==> config.mk <==
export PLATFORM = sky130hd
export DESIGN_NAME = adc_scan_ctrl
export DESIGN_NICKNAME = d
export VERILOG_FILES = /design/src/rtl/adc_scan_pkg.sv /design/src/rtl/adc_trig_gate.sv /design/src/rtl/adc_scan_fsm.sv /design/src/rtl/adc_result_reg.sv /design/src/rtl/adc_scan_ctrl.sv
export SDC_FILE = /design/constraint.sdc
export NUM_CORES = 1
export LEC_CHECK = 0
export BUFFER_PORTS_ARGS = -buffer_cell sky130_fd_sc_hd__buf_4
export CAP_MARGIN = 20
export CORE_MARGIN = 2
export CORE_UTILIZATION = 41
export CTS_CLUSTER_DIAMETER = 50
export DETAILED_ROUTE_END_ITERATION = 16
export HOLD_SLACK_MARGIN = 0.02
export PLACE_DENSITY = 0.74
export SYNTH_ARGS = -nofsm -noshare
export SYNTH_HDL_FRONTEND = slang
export SYNTH_SLANG_ARGS = --single-unit
==> constraint.sdc <==
create_clock -name clk -period 4.4 [get_ports clk]
set_input_delay 0.66 -clock clk [delete_from_list [all_inputs] [get_ports clk]]
set_output_delay 0.66 -clock clk [all_outputs]
set_load 0.02 [all_outputs]
==> src/rtl/adc_scan_pkg.sv <==
package adc_scan_pkg;

   typedef enum logic [1:0] {
      ST_IDLE   = 2'd0,
      ST_SAMPLE = 2'd1,
      ST_LAUNCH = 2'd2,
      ST_WAIT   = 2'd3
   } scan_state_e;

   localparam logic [1:0] A_CTRL = 2'd0;
   localparam logic [1:0] A_CHAN = 2'd1;
   localparam logic [1:0] A_DATA = 2'd2;
   localparam logic [1:0] A_STAT = 2'd3;

   localparam int B_EN   = 0;
   localparam int B_RUN  = 1;
   localparam int B_CONT = 2;
   localparam int B_TSEL = 3;
   localparam int B_SAMP = 5;
   localparam int CH_END_LSB = 8;

   localparam logic [1:0] TS_SW   = 2'b00;
   localparam logic [1:0] TS_EXT  = 2'b01;
   localparam logic [1:0] TS_TMRA = 2'b10;
   localparam logic [1:0] TS_TMRB = 2'b11;

endpackage

==> src/rtl/adc_trig_gate.sv <==
module adc_trig_gate #(
   parameter int N_SRC       = 3,
   parameter int SYNC_STAGES = 2
) (
   input  logic             clk,
   input  logic             rst_n,
   input  logic [N_SRC-1:0] hw_in,
   output logic [N_SRC-1:0] hw_rise
);
   initial begin
      assert (SYNC_STAGES >= 2) else $error("SYNC_STAGES must be at least 2");
      assert (N_SRC >= 1) else $error("N_SRC must be at least 1");
   end

   for (genvar i = 0; i < N_SRC; i++) begin : g_src
      logic [SYNC_STAGES:0] sh;
      always_ff @(posedge clk) begin
         if (!rst_n) sh <= '0;
         else        sh <= {sh[SYNC_STAGES-1:0], hw_in[i]};
      end
      assign hw_rise[i] = sh[SYNC_STAGES-1] & ~sh[SYNC_STAGES];


      rise_pulse_chk: assert property (@(posedge clk) disable iff (!rst_n)
         hw_rise[i] |=> !hw_rise[i]);
   end
endmodule

==> src/rtl/adc_scan_fsm.sv <==
module adc_scan_fsm
   import adc_scan_pkg::*;
#(
   parameter int CH_W   = 3,
   parameter int SAMP_W = 2
) (
   input  logic              clk,
   input  logic              rst_n,
   input  logic              go,
   input  logic              halt,
   input  logic              cont,
   input  logic [SAMP_W-1:0] samp_code,
   input  logic [CH_W-1:0]   ch_first,
   input  logic [CH_W-1:0]   ch_last,
   input  logic              core_done,
   output logic              sampling,
   output logic              core_start,
   output logic [CH_W-1:0]   chan,
   output logic              busy,
   output logic              res_we,
   output logic              scan_fin
);
   localparam int CNT_W = SAMP_W + 2;

   scan_state_e      state;
   logic [CNT_W-1:0] cnt;
   logic [CNT_W-1:0] load;
   logic             last;

   // window of 2*code+3 cycles: counter runs load..0
   assign load       = CNT_W'({samp_code, 1'b0}) + CNT_W'(2);
   assign last       = (chan >= ch_last);
   assign sampling   = (state == ST_SAMPLE);
   assign core_start = (state == ST_LAUNCH);
   assign busy       = (state != ST_IDLE);
   assign res_we     = (state == ST_WAIT) && core_done && !halt;
   assign scan_fin   = res_we && last && !cont;

   always_ff @(posedge clk) begin
      if (!rst_n) begin
         state <= ST_IDLE;
         cnt   <= '0;
         chan  <= '0;
      end else if (state == ST_IDLE) begin
         if (go) begin
            state <= ST_SAMPLE;
            cnt   <= load;
            chan  <= ch_first;
         end
      end else if (halt) begin
         state <= ST_IDLE;
      end else begin
         unique case (state)
            ST_SAMPLE: begin
               if (cnt == '0) state <= ST_LAUNCH;
               else           cnt   <= cnt - CNT_W'(1);
            end
            ST_LAUNCH: state <= ST_WAIT;
            ST_WAIT: begin
               if (core_done) begin
                  if (!last) begin
                     chan  <= chan + CH_W'(1);
                     state <= ST_SAMPLE;
                     cnt   <= load;
                  end else if (cont) begin
                     chan  <= ch_first;
                     state <= ST_SAMPLE;
                     cnt   <= load;
                  end else begin
                     state <= ST_IDLE;
                  end
               end
            end
            default: state <= ST_IDLE;
         endcase
      end
   end


   halt_idle_chk: assert property (@(posedge clk) disable iff (!rst_n)
      (busy && halt) |=> !busy);

   samp_to_launch_chk: assert property (@(posedge clk) disable iff (!rst_n)
      $fell(sampling) |-> (core_start || !busy));

   start_pulse_chk: assert property (@(posedge clk) disable iff (!rst_n)
      core_start |=> !core_start);
endmodule

==> src/rtl/adc_result_reg.sv <==
module adc_result_reg #(
   parameter int RES_W  = 10,
   parameter int CH_W   = 3,
   parameter int DATA_W = 16
) (
   input  logic              clk,
   input  logic              rst_n,
   input  logic              we,
   input  logic [RES_W-1:0]  res,
   input  logic [CH_W-1:0]   ch,
   input  logic              rd_clr,
   input  logic              owe_clr,
   output logic [DATA_W-1:0] data,
   output logic              adf,
   output logic              owe,
   output logic              irq
);
   initial begin
      assert (RES_W + CH_W <= DATA_W) else $error("result and channel do not fit DATA_W");
   end

   always_ff @(posedge clk) begin
      if (!rst_n) begin
         data <= '0;
         adf  <= 1'b0;
         owe  <= 1'b0;
         irq  <= 1'b0;
      end else begin
         irq <= we;
         if (we) begin
            data[RES_W-1:0]       <= res;
            data[DATA_W-1 -: CH_W] <= ch;
         end
         if (we)          adf <= 1'b1;
         else if (rd_clr) adf <= 1'b0;
         if (we && adf && !rd_clr) owe <= 1'b1;
         else if (owe_clr)         owe <= 1'b0;
      end
   end


   owe_rise_chk: assert property (@(posedge clk) disable iff (!rst_n)
      $rose(owe) |-> $past(adf));

   irq_flag_chk: assert property (@(posedge clk) disable iff (!rst_n)
      irq |-> adf);

   rd_clear_chk: assert property (@(posedge clk) disable iff (!rst_n)
      (rd_clr && !we) |=> !adf);
endmodule

==> src/rtl/adc_scan_ctrl.sv <==
module adc_scan_ctrl
   import adc_scan_pkg::*;
#(
   parameter int NCH         = 8,
   parameter int RES_W       = 10,
   parameter int DATA_W      = 16,
   parameter int SYNC_STAGES = 2,
   localparam int CH_W       = $clog2(NCH)
) (
   input  logic              clk,
   input  logic              rst_n,
   input  logic              reg_wr,
   input  logic              reg_rd,
   input  logic [1:0]        reg_addr,
   input  logic [DATA_W-1:0] reg_wdata,
   output logic [DATA_W-1:0] reg_rdata,
   input  logic              trig_ext,
   input  logic              trig_tmr_a,
   input  logic              trig_tmr_b,
   output logic              core_sample,
   output logic              core_start,
   output logic [CH_W-1:0]   core_chan,
   input  logic              core_done,
   input  logic [RES_W-1:0]  core_result,
   output logic              irq
);
   localparam int SAMP_W = 2;
   localparam int N_HW   = 3;

   initial begin
      assert (NCH >= 2) else $error("NCH must be at least 2");
      assert (CH_END_LSB + CH_W <= DATA_W) else $error("channel fields do not fit DATA_W");
      assert (B_SAMP + SAMP_W <= DATA_W) else $error("control fields do not fit DATA_W");
   end

   logic              en_q, cont_q, adst_q;
   logic [1:0]        tsel_q;
   logic [SAMP_W-1:0] samp_q;
   logic [CH_W-1:0]   ch_first_q, ch_last_q;
   logic [N_HW-1:0]   hw_rise;
   logic              hw_hit, sw_go, hw_go, go, halt, busy;
   logic              res_we, scan_fin, ctrl_wr, rd_clr, owe_clr;
   logic [DATA_W-1:0] data_q;
   logic              adf, owe;
   logic              unused_wbits;

   assign unused_wbits = &{1'b0, reg_wdata};

   adc_trig_gate #(.N_SRC(N_HW), .SYNC_STAGES(SYNC_STAGES)) u_trig (
      .clk(clk), .rst_n(rst_n),
      .hw_in({trig_tmr_b, trig_tmr_a, trig_ext}),
      .hw_rise(hw_rise));

   always_comb begin
      unique case (tsel_q)
         TS_EXT:  hw_hit = hw_rise[0];
         TS_TMRA: hw_hit = hw_rise[1];
         TS_TMRB: hw_hit = hw_rise[2];
         default: hw_hit = 1'b0;
      endcase
   end

   assign ctrl_wr = reg_wr && (reg_addr == A_CTRL);
   assign rd_clr  = reg_rd && (reg_addr == A_DATA);
   assign owe_clr = reg_wr && (reg_addr == A_STAT) && reg_wdata[1];
   assign sw_go   = ctrl_wr && reg_wdata[B_RUN] && reg_wdata[B_EN]
                    && (reg_wdata[B_TSEL +: 2] == TS_SW) && en_q && !busy;
   assign hw_go   = en_q && !busy && hw_hit;
   assign go      = sw_go || hw_go;
   assign halt    = !en_q || !adst_q;

   always_ff @(posedge clk) begin
      if (!rst_n) begin
         en_q       <= 1'b0;
         cont_q     <= 1'b0;
         tsel_q     <= TS_SW;
         samp_q     <= '1;
         adst_q     <= 1'b0;
         ch_first_q <= '0;
         ch_last_q  <= '0;
      end else begin
         if (ctrl_wr) begin
            en_q   <= reg_wdata[B_EN];
            cont_q <= reg_wdata[B_CONT];
            tsel_q <= reg_wdata[B_TSEL +: 2];
            samp_q <= reg_wdata[B_SAMP +: SAMP_W];
         end
         if (reg_wr && (reg_addr == A_CHAN)) begin
            ch_first_q <= reg_wdata[CH_W-1:0];
            ch_last_q  <= reg_wdata[CH_END_LSB +: CH_W];
         end
         if (go)
            adst_q <= 1'b1;
         else if ((ctrl_wr && !reg_wdata[B_RUN]) || !en_q || scan_fin)
            adst_q <= 1'b0;
      end
   end

   adc_scan_fsm #(.CH_W(CH_W), .SAMP_W(SAMP_W)) u_fsm (
      .clk(clk), .rst_n(rst_n), .go(go), .halt(halt), .cont(cont_q),
      .samp_code(samp_q), .ch_first(ch_first_q), .ch_last(ch_last_q),
      .core_done(core_done), .sampling(core_sample), .core_start(core_start),
      .chan(core_chan), .busy(busy), .res_we(res_we), .scan_fin(scan_fin));

   adc_result_reg #(.RES_W(RES_W), .CH_W(CH_W), .DATA_W(DATA_W)) u_res (
      .clk(clk), .rst_n(rst_n), .we(res_we), .res(core_result), .ch(core_chan),
      .rd_clr(rd_clr), .owe_clr(owe_clr), .data(data_q), .adf(adf), .owe(owe),
      .irq(irq));

   always_comb begin
      reg_rdata = '0;
      unique case (reg_addr)
         A_CTRL: begin
            reg_rdata[B_EN]             = en_q;
            reg_rdata[B_RUN]            = adst_q;
            reg_rdata[B_CONT]           = cont_q;
            reg_rdata[B_TSEL +: 2]      = tsel_q;
            reg_rdata[B_SAMP +: SAMP_W] = samp_q;
         end
         A_CHAN: begin
            reg_rdata[CH_W-1:0]          = ch_first_q;
            reg_rdata[CH_END_LSB +: CH_W] = ch_last_q;
         end
         A_DATA:  reg_rdata = data_q;
         default: reg_rdata[1:0] = {owe, adf};
      endcase
   end


   start_needs_en_chk: assert property (@(posedge clk) disable iff (!rst_n)
      $rose(busy) |-> $past(en_q));

   adst_clear_chk: assert property (@(posedge clk) disable iff (!rst_n)
      $fell(busy) |-> !adst_q);

   no_restart_chk: assert property (@(posedge clk) disable iff (!rst_n)
      (busy && !halt && !core_done) |=> $stable(core_chan));
endmodule

==> results by stage <==
Status:
- The run finished with clean final reports.

Clocking:
- The total clock sinks is 47.
- Gates resized during post-CTS repair numbered 0.
- Buffers inserted to repair hold after CTS numbered 0.
- In this run the number of H-tree levels came out at 2.
- CTS placed an instance of sky130_fd_sc_hd__clkbuf_8 at the clock tree root.
- The post-CTS setup repair buffer count is 0.
- No sink is reached through more buffers than the 2 on the longest clock path.
- The TritonCTS clock tree is built.
- After clock tree synthesis, the clock-pin slew on the worst setup and hold paths is about 0.080 ns.
- The total CTS buffers is 5.
- The later pin in the worst-skew pair is clocked with a latency of 0.30 ns.

Finish:
- The filler cells instantiated in the layout total 546.
- The area growth from synthesis to layout is 20.67%.
- In the final layout, the multi-input gates occupy 0.001284 mm^2.
- In the final layout, the share of cells above drive strength 1 is 0.1957.
- The number of diodes is 0.
- After the last flow step, the layout net total stands at 379.
- Registers take 940.9 um^2.

Logic synthesis:
- The synthesized netlist contains between 40 and 50 unique library cells.
- The sequential share of the synthesized area is 0.3975.
- Yosys printed 0 warnings.
- Summing every instance area after synthesis gives ~0.0024 mm^2.
- The number of register bits inferred by synthesis is 47.
- The largest total area in the synthesized netlist belongs to sky130_fd_sc_hd__dfxtp_1.
- Yosys attributes the largest share of cell area to sky130_fd_sc_hd__dfxtp_1 (40%), sky130_fd_sc_hd__nand2_1 (9.0%), sky130_fd_sc_hd__ha_1 (8.5%), sky130_fd_sc_hd__a21oi_1 (6.6%), sky130_fd_sc_hd__and2_1 (3.7%).
- The async set or reset register ratio after synthesis is 0.
- The post-synthesis instance total is between 200 and 300.
- The most used flip-flop cell after synthesis is sky130_fd_sc_hd__dfxtp_1.
- Yosys mapped a number of flops with a built-in enable equal to 0.
- The average instance area after synthesis is ~8.3 um^2.
- The portion of synthesized cell area occupied by the leading cell type is 0.3975.

Power and ir drop:
- In this run the static leakage power is around 1.2 nW.
- The worst vdd rail ir drop is between 0.15 and 0.2 mV.
- The fraction of power spent switching nets is 0.2276.
- The combinational group share of total power is 0.087.
- Summing internal, switching and leakage power gives 0.8168 mW.
- Of the total power, registers draw 0.535.
- The relative contribution of the clock network to total power is 0.378.
- The internal power consumption is ~0.63 mW.
- The switching power of the nets is ~0.19 mW.
- The cell area power density is 286.0 mW/mm^2.

Min path:
- Along the worst hold path, the cell count comes to 1.
- The destination of the worst hold path is u_trig.g_src[2].sh[1].
- The critical hold path startpoint is u_trig.g_src[2].sh[0].
- The path class of the tightest hold or removal check is flip-flop to flip-flop.

Route:
- The final wirelength is 5477 um.
- Once detail routing completed, the nets flagged for antenna violations numbered 0.
- Dividing the detail-routed via count by the number of cells gives roughly 5.3.
- After detailed routing, the average wire length per cell comes to approximately 14 um.
- In the routed design, unresolved DRC markers number 0.
- For this block, the via count after detailed routing is about 2100.
- The first TritonRoute pass finished after 4 iterations.
- After the first detailed-routing iteration, the DRC count stood at between 150 and 200.

GRT:
- Entering global routing, the biggest net connects 31 pins.
- The first-pass GRT wire length is 8963 um.
- The all-layer global routing usage is 0.1783.
- The final global-route overflow total is 0.
- The number of global-route vias before repair came to 1897.
- The number of antenna violations at the first check in global routing came to 0.

Timing:
- Setup repair after global routing left no endpoint under its margin.
- For this run, the top clock speed supported by timing is about 0.39 GHz.
- The total of endpoints with negative setup slack in the final report is 0.
- The final max-slew violation count is 0.
- Once routing completed, OpenROAD measured the worst setup slack at approximately 1.9 ns.
- The measured slew at the worst slew-check pin is about 1.0 ns.
- The sum of negative setup slack is 0 ns.
- The share of the clock period used by the worst path after layout is 0.5784.
- The number of hold violations in the final report is 0.
- For the final database, setup skew stands at 0.004658 ns.
- The minimum period implied by the final worst setup slack is between 2 and 3 ns.
- Measured against its own limit, the worst slew margin works out to 0.3317.

Run:
- The number of max-capacitance violations reported is 0.

Critical path:
- The critical path launch point type is an input port.
- The delay of the slowest critical-path stage is 0.38 ns.
- The origin of the critical flop-to-flop path is u_fsm.chan[0].
- On the critical path the largest part of the delay comes from compound AO/OA/AOI/OAI gates.
- The required time of the worst setup path is about 3.7 ns.
- Data on the critical path arrives at its endpoint at 1.89 ns.
- The path depth of the worst reg2reg path is 8.
- The cell seen most often among critical-path stages is sky130_fd_sc_hd__buf_4.
- The category of the worst setup path capture point is an output pin.
- The endpoint identified for the worst register-to-register timing path is u_fsm.cnt[3].
- The category of the critical setup timing path is input port to output pin.
- The buffers plus inverters on the worst setup path is 3.
- Along the worst path, the maximum fanout reaches 14.
- The critical path goes through buf_4 -> inv_1 -> ha_1 -> a222oi_1 -> mux2i_1 -> buf_4.
- The cell with the biggest individual delay on the critical path is sky130_fd_sc_hd__a222oi_1.
- The setup slack on the worst flop-to-flop path is ~2.1 ns.

Placed design:
- Input and output buffers added on the ports amount to between 40 and 50.
- At the end of routability-driven placement, the weighted congestion stood at about 0.84.
- Prior to clock tree synthesis, the placed netlist has a worst setup slack of between 1.5 and 2 ns.
- The HPWL after detailed placement is slightly above 4000 um.

Floorplan:
- For this configuration, the core starts out at a cell density of 0.4273.
- The number of placed I/O pins is 58.
- The number of rows created at floorplan is 27.
- The die covers 0.006398 mm^2.
- The height of the chip is 79.99 um.
- The standard cell core area is approximately 0.0055 mm^2.
- The horizontal extent of the die is ~80 um.
==> worst max-delay path by stage <==
stage               depth (start not counted)  slack [ns]        start           end
finish                                      6        1.85  reg_addr[0]  reg_rdata[0]
global route                                6        1.75  reg_addr[0]  reg_rdata[1]
CTS                                         6        1.86  reg_addr[1]  reg_rdata[0]
detailed placement                          9        1.73  reg_addr[0]  u_fsm.cnt[3]
global placement                            9        1.76  reg_addr[0]  u_fsm.cnt[3]
floorplan                                   5        2.05  reg_addr[1]  reg_rdata[1]
==> per-layer routing <==
layer / part of all wire / up-vias / routed length (um) / global-route usage
met5: 0 / - / 0 / 0
met4: 0.020 / 0 / 110 / 0.07119
met1: 0.45 / 988 / 2484 / 0.2380
met2: 0.48 / 62 / 2625 / 0.2808
li1: - / 1066 / - / -
met3: 0.047 / 11 / 257 / 0.03620
==> area by class of cell <==
| type | instances | area share |
|---|---|---|
| Tap cell | 72 | 0.03154 |
| Clock inverter | 2 | 0.01314 |
| Clock buffer | 5 | 0.02409 |
| Sequential cell | 47 | 0.3294 |
| Timing Repair Buffer | 50 | 0.1314 |
| Multi-Input combinational cell | 207 | 0.4494 |
| Inverter | 16 | 0.02102 |
==> through the flow <==
stage          cell area, um^2  hold slack, ns  utilization  std cells
6_report                  2856          0.4382       0.5156        399
5_1_grt                   2856          0.4570       0.5156        399
4_1_cts                   2856          0.4423       0.5156        399
3_5_place_dp              2750          0.4225       0.4964        392
3_3_place_gp              2750          0.4153       0.4964        392
2_1_floorplan             2371          0.4119            -        285
==> worst register-to-register path, cell delays in order (launching register included) <==
cell	delay, ns
sky130_fd_sc_hd__dfxtp_1	0.42
sky130_fd_sc_hd__inv_1	0.10
sky130_fd_sc_hd__ha_1	0.30
sky130_fd_sc_hd__nor2b_1	0.10
sky130_fd_sc_hd__o21ai_0	0.20
sky130_fd_sc_hd__a31o_2	0.33
sky130_fd_sc_hd__a221oi_4	0.40
sky130_fd_sc_hd__o311a_2	0.26
sky130_fd_sc_hd__o31ai_2	0.05
==> cells in the final DEF (no fill, tap or decap), drive strengths merged, types with 2 or more instances in the layout <==
cell type,n
nand2,57
a22oi,2
a21oi,31
a222oi,3
mux2i,4
a22o,4
nand3,11
buf,50
o21ai,7
conb,2
a31o,2
a31oi,3
nand4,6
ha,16
nor2,13
inv,15
and2,15
nor3b,2
dfxtp,47
clkbuf,5
nor2b,4
o31ai,5
o32ai,2
nand2b,4
==> sequential cells by signal, indices dropped and copies added (netlist names), 2 cells and up <==
| register | count |
|---|---|
| ch_first_q | 3 |
| tsel_q | 2 |
| u_res.data | 13 |
| samp_q | 2 |
| u_fsm.state | 2 |
| u_fsm.cnt | 4 |
| u_trig.g_src.sh | 9 |
| ch_last_q | 3 |
| u_fsm.chan | 3 |
==> logic make-up after synthesis <==
| group | share of synthesized area |
|---|---|
| AOI/OAI and AO/OA | 0.1966 |
| adders and majority gates | 0.08457 |
| buffers and inverters | 0.06183 |
| DFF | 0.3975 |
| muxes | 0.01691 |
| other | 0.001584 |
| and+or+nand+nor | 0.2410 |
==> power groups by stage <==
stage	combinational [mW]	clock [mW]	sequential [mW]
after floorplan	0.0405	0	0.445
after global placement	0.0698	0	0.447
after detailed placement	0.0707	0	0.447
after CTS	0.0713	0.315	0.437
after global routing	0.0784	0.333	0.438
final	0.0712	0.308	0.437
==> synth_stat cells, types with 2 or more instances <==
master	count
sky130_fd_sc_hd__inv_1	15
sky130_fd_sc_hd__a222oi_1	3
sky130_fd_sc_hd__a31oi_1	3
sky130_fd_sc_hd__mux2i_1	4
sky130_fd_sc_hd__and2_1	14
sky130_fd_sc_hd__nor2_1	13
sky130_fd_sc_hd__nor3b_1	2
sky130_fd_sc_hd__nand2_1	57
sky130_fd_sc_hd__a22oi_1	2
sky130_fd_sc_hd__nand3_1	11
sky130_fd_sc_hd__o32ai_1	2
sky130_fd_sc_hd__nand4_1	5
sky130_fd_sc_hd__clkbuf_1	10
sky130_fd_sc_hd__nand2b_1	4
sky130_fd_sc_hd__buf_4	3
sky130_fd_sc_hd__o21ai_0	6
sky130_fd_sc_hd__a22o_1	4
sky130_fd_sc_hd__a21oi_1	31
sky130_fd_sc_hd__o31ai_1	4
sky130_fd_sc_hd__ha_1	16
sky130_fd_sc_hd__nor2b_1	4
sky130_fd_sc_hd__dfxtp_1	47
Power figures use the tool's default switching activity.
